## src/rtl/ibp_pkg.sv

```systemverilog
package ibp_pkg;

    // Control word field positions
    localparam int unsigned EN_BIT   = 0;
    localparam int unsigned SEL_LO   = 5;
    localparam int unsigned SEL_W    = 4;
    localparam int unsigned KIND_LO  = 20;
    localparam int unsigned KIND_W   = 4;
    localparam int unsigned CTL_MINW = KIND_LO + KIND_W;

    typedef enum logic [KIND_W-1:0] {
        KIND_ADDR_FREE   = 4'd0,
        KIND_ADDR_CHAIN  = 4'd1
    } bp_kind_e;

    typedef enum logic [SEL_W-1:0] {
        SEL_LOW_HALF  = 4'b0011,
        SEL_HIGH_HALF = 4'b1100,
        SEL_FULL_WORD = 4'b1111
    } bp_sel_e;

    typedef struct packed {
        logic armed;
        logic plus2;
    } bp_mode_t;

    function automatic bp_mode_t decode_ctl(input logic [CTL_MINW-1:0] c);
        bp_mode_t m;
        logic [KIND_W-1:0] kind;
        logic [SEL_W-1:0]  sel;
        logic kind_ok;
        logic sel_ok;
        kind    = c[KIND_LO +: KIND_W];
        sel     = c[SEL_LO +: SEL_W];
        kind_ok = (kind == KIND_ADDR_FREE) || (kind == KIND_ADDR_CHAIN);
        sel_ok  = (sel == SEL_LOW_HALF) || (sel == SEL_HIGH_HALF) ||
                  (sel == SEL_FULL_WORD);
        m.armed = c[EN_BIT] && kind_ok && sel_ok;
        m.plus2 = (sel == SEL_HIGH_HALF);
        return m;
    endfunction

endpackage

```

## src/rtl/ibp_regfile.sv

```systemverilog
module ibp_regfile #(
    parameter int unsigned ADDR_W = 64,
    parameter int unsigned CTL_W  = 32
) (
    input  logic              clk,
    input  logic              rst,
    input  logic              val_we,
    input  logic [ADDR_W-1:0] val_wdata,
    input  logic              ctl_we,
    input  logic [CTL_W-1:0]  ctl_wdata,
    output logic [ADDR_W-1:0] val_q,
    output logic [CTL_W-1:0]  ctl_q,
    output logic [ADDR_W-1:0] val_nx,
    output logic [CTL_W-1:0]  ctl_nx,
    output logic              upd
);
    always_comb begin
        val_nx = val_we ? val_wdata : val_q;
        ctl_nx = ctl_we ? ctl_wdata : ctl_q;
        upd    = val_we || ctl_we;
    end

    always_ff @(posedge clk) begin
        if (rst) begin
            val_q <= '0;
            ctl_q <= '0;
        end else begin
            val_q <= val_nx;
            ctl_q <= ctl_nx;
        end
    end
endmodule

```

## src/rtl/ibp_decode.sv

```systemverilog
module ibp_decode
    import ibp_pkg::*;
#(
    parameter int unsigned ADDR_W = 64,
    parameter int unsigned CTL_W  = 32
) (
    input  logic [ADDR_W-1:0] val_in,
    input  logic [CTL_W-1:0]  ctl_in,
    output logic              armed,
    output logic [ADDR_W-1:0] cmp_addr
);
    bp_mode_t mode;

    always_comb begin
        mode     = decode_ctl(ctl_in[CTL_MINW-1:0]);
        armed    = mode.armed;
        cmp_addr = {val_in[ADDR_W-1:2], mode.plus2, 1'b0};
    end
endmodule

```

## src/rtl/ibp_match.sv

```systemverilog
module ibp_match #(
    parameter int unsigned ADDR_W = 64
) (
    input  logic              clk,
    input  logic              rst,
    input  logic              upd,
    input  logic              armed_nx,
    input  logic [ADDR_W-1:0] addr_nx,
    input  logic              fetch_valid,
    input  logic [ADDR_W-1:0] fetch_addr,
    output logic              hit
);
    logic              armed_q;
    logic [ADDR_W-1:0] addr_q;

    always_ff @(posedge clk) begin
        if (rst) begin
            armed_q <= 1'b0;
            addr_q  <= '0;
        end else if (upd) begin
            armed_q <= armed_nx;
            addr_q  <= addr_nx;
        end
    end

    always_comb hit = fetch_valid && armed_q && (fetch_addr == addr_q);
endmodule

```

## src/rtl/ibp_comparator.sv

```systemverilog
module ibp_comparator
    import ibp_pkg::*;
#(
    parameter int unsigned ADDR_W = 64,
    parameter int unsigned CTL_W  = 32
) (
    input  logic              clk,
    input  logic              rst,
    input  logic              val_we,
    input  logic [ADDR_W-1:0] val_wdata,
    input  logic              ctl_we,
    input  logic [CTL_W-1:0]  ctl_wdata,
    input  logic              fetch_valid,
    input  logic [ADDR_W-1:0] fetch_addr,
    output logic              hit
);
    logic [ADDR_W-1:0] val_q;
    logic [CTL_W-1:0]  ctl_q;
    logic [ADDR_W-1:0] val_nx;
    logic [CTL_W-1:0]  ctl_nx;
    logic              upd;
    logic              armed_nx;
    logic [ADDR_W-1:0] addr_nx;

    ibp_regfile #(.ADDR_W(ADDR_W), .CTL_W(CTL_W)) u_regs (
        .clk(clk), .rst(rst),
        .val_we(val_we), .val_wdata(val_wdata),
        .ctl_we(ctl_we), .ctl_wdata(ctl_wdata),
        .val_q(val_q), .ctl_q(ctl_q),
        .val_nx(val_nx), .ctl_nx(ctl_nx), .upd(upd)
    );

    ibp_decode #(.ADDR_W(ADDR_W), .CTL_W(CTL_W)) u_dec (
        .val_in(val_nx), .ctl_in(ctl_nx),
        .armed(armed_nx), .cmp_addr(addr_nx)
    );

    ibp_match #(.ADDR_W(ADDR_W)) u_match (
        .clk(clk), .rst(rst), .upd(upd),
        .armed_nx(armed_nx), .addr_nx(addr_nx),
        .fetch_valid(fetch_valid), .fetch_addr(fetch_addr),
        .hit(hit)
    );
endmodule

```

## config.mk

```make
export PLATFORM = sky130hd
export DESIGN_NAME = ibp_comparator
export DESIGN_NICKNAME = d
export VERILOG_FILES = /design/src/rtl/ibp_pkg.sv /design/src/rtl/ibp_regfile.sv /design/src/rtl/ibp_decode.sv /design/src/rtl/ibp_match.sv /design/src/rtl/ibp_comparator.sv
export SDC_FILE = /design/constraint.sdc
export NUM_CORES = 1
export LEC_CHECK = 0
export BUFFER_PORTS_ARGS = -buffer_cell sky130_fd_sc_hd__buf_2
export CORE_ASPECT_RATIO = 0.9
export CORE_UTILIZATION = 38
export CTS_CLUSTER_DIAMETER = 120
export DETAILED_ROUTE_END_ITERATION = 10
export PLACE_DENSITY_LB_ADDON = 0.08
export SYNTH_ARGS = -nofsm -noshare
export SYNTH_HDL_FRONTEND = slang
export SYNTH_SLANG_ARGS = --single-unit
```

## constraint.sdc

```tcl
create_clock -name clk -period 2.5 [get_ports clk]
set_input_delay 0.5 -clock clk [delete_from_list [all_inputs] [get_ports clk]]
set_output_delay 0.5 -clock clk [all_outputs]
set_load 0.1 [all_outputs]
```

### Yosys cells after proc, flatten, opt, wreduce, memory -nomap -nowiden

Cells that the tools add are included.
W data, S select, Z words.

* flip-flop bits (word level): 152
* word-level logic and storage cells: 22

* equality and inequality tests: 5
* mux-type cells: 2
* reductions and logical operators: 9

Operator list (number)
* $eq A64 B64 Y1: 1
* $mux W64: 1
* $mux W24: 1
* $eq A4 B4 Y1 const B: 2
* $eq A4 B1 Y1 const B: 1
* $eq A4 B2 Y1 const B: 1
* $logic_and A1 B1 Y1: 4
* $logic_not A4 Y1: 1
* $logic_or A1 B1 Y1: 4

### Depth between registers and ports, before layout

* depth after elaboration: 5
* mapped depth: 7
* gate-level depth less buffers: 5

### Modules after synthesis

A second synthesis with hierarchy kept.

* cells, all modules: 694
* area total of the unflattened synthesis: 7597.3 um^2

Modules (own cells, without submodules)
* ibp_regfile: times used 1, cells each 310, area an instance 4041.4 um^2, sequential area each 1921.8 um^2
* ibp_match: times used 1, cells each 315, area an instance 3032.9 um^2, sequential area each 1301.2 um^2
* ibp_decode: times used 1, cells each 69, area an instance 523.0 um^2, sequential area each 0.0 um^2

### Least setup slack after synthesis

OpenSTA, ideal clock, no wires.

* kind: input to output
* start point: in fetch_addr[14]
* end point: out hit
* arrival: 3.128 ns
* data required time: 2.000 ns
* path slack: -1.128 ns
* stages: 5
* buffers on the path: 0
* path through: xnor2_1 nand4_1 nor4_1 nand4_1 nor3_1

* cells in the longest elaborated chain, start to end: 2

RTL lines
* start, declared: line ibp_comparator.sv:14 `input logic [ADDR_W-1:0] fetch_addr,`
* $eq A64 B64 Y1: line ibp_match.sv:26 `always_comb hit = fetch_valid && armed_q && (fetch_addr == addr_q);`
* $logic_and A1 B1 Y1: line ibp_match.sv:26
* end, declared: line ibp_comparator.sv:15 `output logic hit`

No other way between the ends.

### Worst setup path in the final report

* start point: reg u_match.addr_q[60]
* end point: out hit

* cells in the longest elaborated chain, start to end: 2

RTL lines
* start, declared: line ibp_match.sv:14 `logic [ADDR_W-1:0] addr_q;`
* start signal, assigned: line ibp_match.sv:22 `addr_q <= addr_nx;`
* $eq A64 B64 Y1: line ibp_match.sv:26
* $logic_and A1 B1 Y1: line ibp_match.sv:26

No other way between the ends.

==> metrics <==
Slew HR=0.559; first-pass GRT wire length=approximately 25000 um; reg2reg path depth=4; wire length on met2=just over 7000 um; worst skew pair latency=around 420 ps; DP Cell Count=about 1000; initial antenna violation count=2; DR iter-0 viols=between 200 and 250; max layer used=met5; die area=0.0165 mm2; metal3 WL=roughly 900 um; share of cells above drive strength 1=0.241; Pleak=between 0.003 and 0.004 uW; Crit Path Max Fanout=2; Logic pwr share=0.121; Seq/Total Area, Yosys=0.442; final worst setup slack=-90.3 ps; largest net degree at the start of global routing=135; Sw Share=0.238; Clock power frac=0.475; maximum VDD drop=a little under 0.0005 V; Worst Skew=~3.2 ps; DRT Pass-1 Iters=4; Die Y-Extent=about 120 um; I/O pin count=approximately 170; max cap viols=0; H-tree depth=4; Routed Antenna Nets=0; fmax=slightly below 400 MHz; DP Wirelength=11300 um; min Tclk post-route=around 2600 ps; RR Startpoint=u_regs.ctl_q[6]$_SDFF_PP0_; WL/cell=15.7 um; Hold Path Class=input pin to flip-flop; DRC Markers=0; Layout Nets=between 900 and 1k; via count=slightly below 5k; sequential fraction of design power=0.404; clock sinks=around 130; Startpoint Class=flip-flop; #FFs+latches synth=around 130; Switch Pwr=~1400 uW; Inserted Clock Buffers=17; CP bufs+invs=1; RD Place Congestion=between 0.7 and 0.8; Synth cell types=24; Req. time, crit path=~2000 ps; Final Instance Count excl. Fillers=1008; reg2reg end=u_match.addr_q[1]$_SDFFE_PP0P_; post-DR vias/cell=4.89; fin crit share=1.04; mapped cell area=between 0.006 and 0.007 mm2; Hold Path Depth=3; final hold vios=0; Pint=around 4400 uW; drt total wl=around 16000 um; TritonCTS clock tree=done; Initial Util=0.391; GR Util All Layers=0.202; total core area=0.0155 mm2; Worst-Margin Slew=661 ps; CP top delay family=simple AND/OR/NAND/NOR gates; Setup CP Type=flip-flop to output port; wire length on met1=between 7000 and 8000 um; power per standard cell area=around 760 mW/mm2; RSZ-0062 raised after global routing=true; Std-Cell Rows=between 40 and 50; gr ovfl total=0; Slew Limit Fails=0; area grow syn2layout=26.5%; Worst Hold Launch=val_wdata[28]; final setup fails=1; CP Cell Sequence=xnor2_2 > nand4b_1 > nor4_1 > nand4_1 > nor3_4 > buf_12; Largest stage delay, worst path=~330 ps; Synth Instances=~670; YS warnings=0; critical path arrival=approximately 2100 ps; post-synthesis net count=around 840; FF-to-FF setup slack=approximately 1100 ps; failing checks=setup timing; number of global-route vias before repair=between 4k and 5k; setup bufs post-CTS=0; Die W=about 140 um; clock root cell=clkbuf_16; # port buffers=approximately 140; Endpoint, Worst Hold=u_match.addr_q[28]$_SDFFE_PP0P_; Post-Route Utilization=0.495; Max Buffers Root-to-Sink=2; Clock transition at path regs=60 ps; Setup crit end kind=output port; status=finished, violations left; Worst path slowest cell=dfxtp_1; syn avg cell area=between 9 and 10 um2
==> layout by cell type (no fill, tap or decap), types with 5 or more instances in the layout <==
cell       instances
xnor2_1           54
xnor2_2            8
buf_12             5
mux2i_1          131
bufinv_16          5
buf_2            135
nand4_1           16
a21oi_1           65
nor2_1           196
buf_4              6
clkbuf_16         17
dfxtp_1          130
==> repair_timing <==
item                       4_1_cts  5_1_grt
hold endpoints to repair         0        0
hold buffers                     0        0
pin swaps                        4        2
setup endpoints to repair        1        1
resized for setup                5        9
==> worst max path at each step <==
stage	start	to	cells past startpoint
finish	u_match.addr_q[60]$_SDFFE_PP0P_	hit	6
floorplan	fetch_addr[3]	hit	5
detailed placement	fetch_addr[60]	hit	7
global route	u_match.addr_q[60]$_SDFFE_PP0P_	hit	6
CTS	u_match.addr_q[1]$_SDFFE_PP0P_	hit	7
global placement	fetch_addr[8]	hit	7
==> Yosys cell counts <==
cell type | number | area [um2]
a211oi_1 | 1 | 7.51
clkbuf_1 | 19 | 71.3
a31oi_1 | 1 | 6.26
nand4b_1 | 1 | 8.76
nor3_1 | 2 | 10.0
dfxtp_1 | 134 | 2680
nor4_1 | 4 | 25.0
xnor2_1 | 62 | 543
nand2_1 | 4 | 15.0
or4_1 | 2 | 15.0
or4b_1 | 1 | 10.0
mux2i_1 | 131 | 1310
nor2_1 | 196 | 736
nand4_1 | 16 | 100
a32oi_1 | 1 | 8.76
buf_2 | 16 | 80.1
nor3b_1 | 1 | 7.51
a21oi_1 | 65 | 325
xor2_1 | 2 | 17.5
nand2b_1 | 1 | 6.26
o21ai_0 | 1 | 5.00
buf_6 | 2 | 22.5
buf_1 | 3 | 11.3
buf_4 | 5 | 37.5
==> through the flow <==
stage | power, uW | setup slack [ps] | instance area, um2 | hold WS (ps) | TNS [ps]
final | 5790 | -90.3 | 7670 | 323 | -90.3
after global routing | 6050 | -225 | 7670 | 325 | -225
after CTS | 5860 | -96.5 | 7620 | 310 | -96.5
after detailed placement | 3070 | -31.5 | 6940 | 473 | -31.5
after global placement | 3050 | 23.4 | 6940 | 457 | 0
after floorplan | 2810 | 93.3 | 6070 | 444 | 0
==> layer usage <==
layer | GRT usage | vias up
met3 | 0.0553 | 24
li1 | - | 2504
met4 | 0.0962 | 2
met2 | 0.317 | 113
met1 | 0.255 | 2288
met5 | 0 | -
==> kinds of logic after synthesis <==
family	synth area share
DFF	0.442
AOI/OAI and AO/OA	0.0582
muxes	0.216
xor gates and xnor gates	0.0924
and+or+nand+nor	0.154
buffers and inverters	0.0367
==> worst reg2reg max path, delay by kind of cell, from the launching register on <==
family,cells,cell delay (ps)
and+or+nand+nor,2,720
AOI/OAI and AO/OA,2,240
DFF,1,330
==> registers in the layout, summed over array words and instances, names as in the netlist <==
name and cells:
u_match.addr_q 63, u_regs.val_q 62, u_match.armed_q 1, u_regs.ctl_q 8
==> final cells by class <==
type | count | area [um2]
Clock buffer | 19 | 453
Antenna cell | 1 | 2.50
Fill cell | 1516 | 7820
Timing Repair Buffer | 147 | 832
Tap cell | 202 | 253
Clock inverter | 13 | 203
Sequential cell | 134 | 2690
Multi-Input combinational cell | 492 | 3240
==> power by group through the flow <==
stage | clock [uW] | combinational, uW | sequential (uW)
final | 2750 | 698 | 2340
after global routing | 2920 | 775 | 2350
after CTS | 2820 | 700 | 2340
after detailed placement | 0 | 691 | 2380
after global placement | 0 | 671 | 2380
after floorplan | 0 | 445 | 2360
Power figures use the tool's default switching activity.
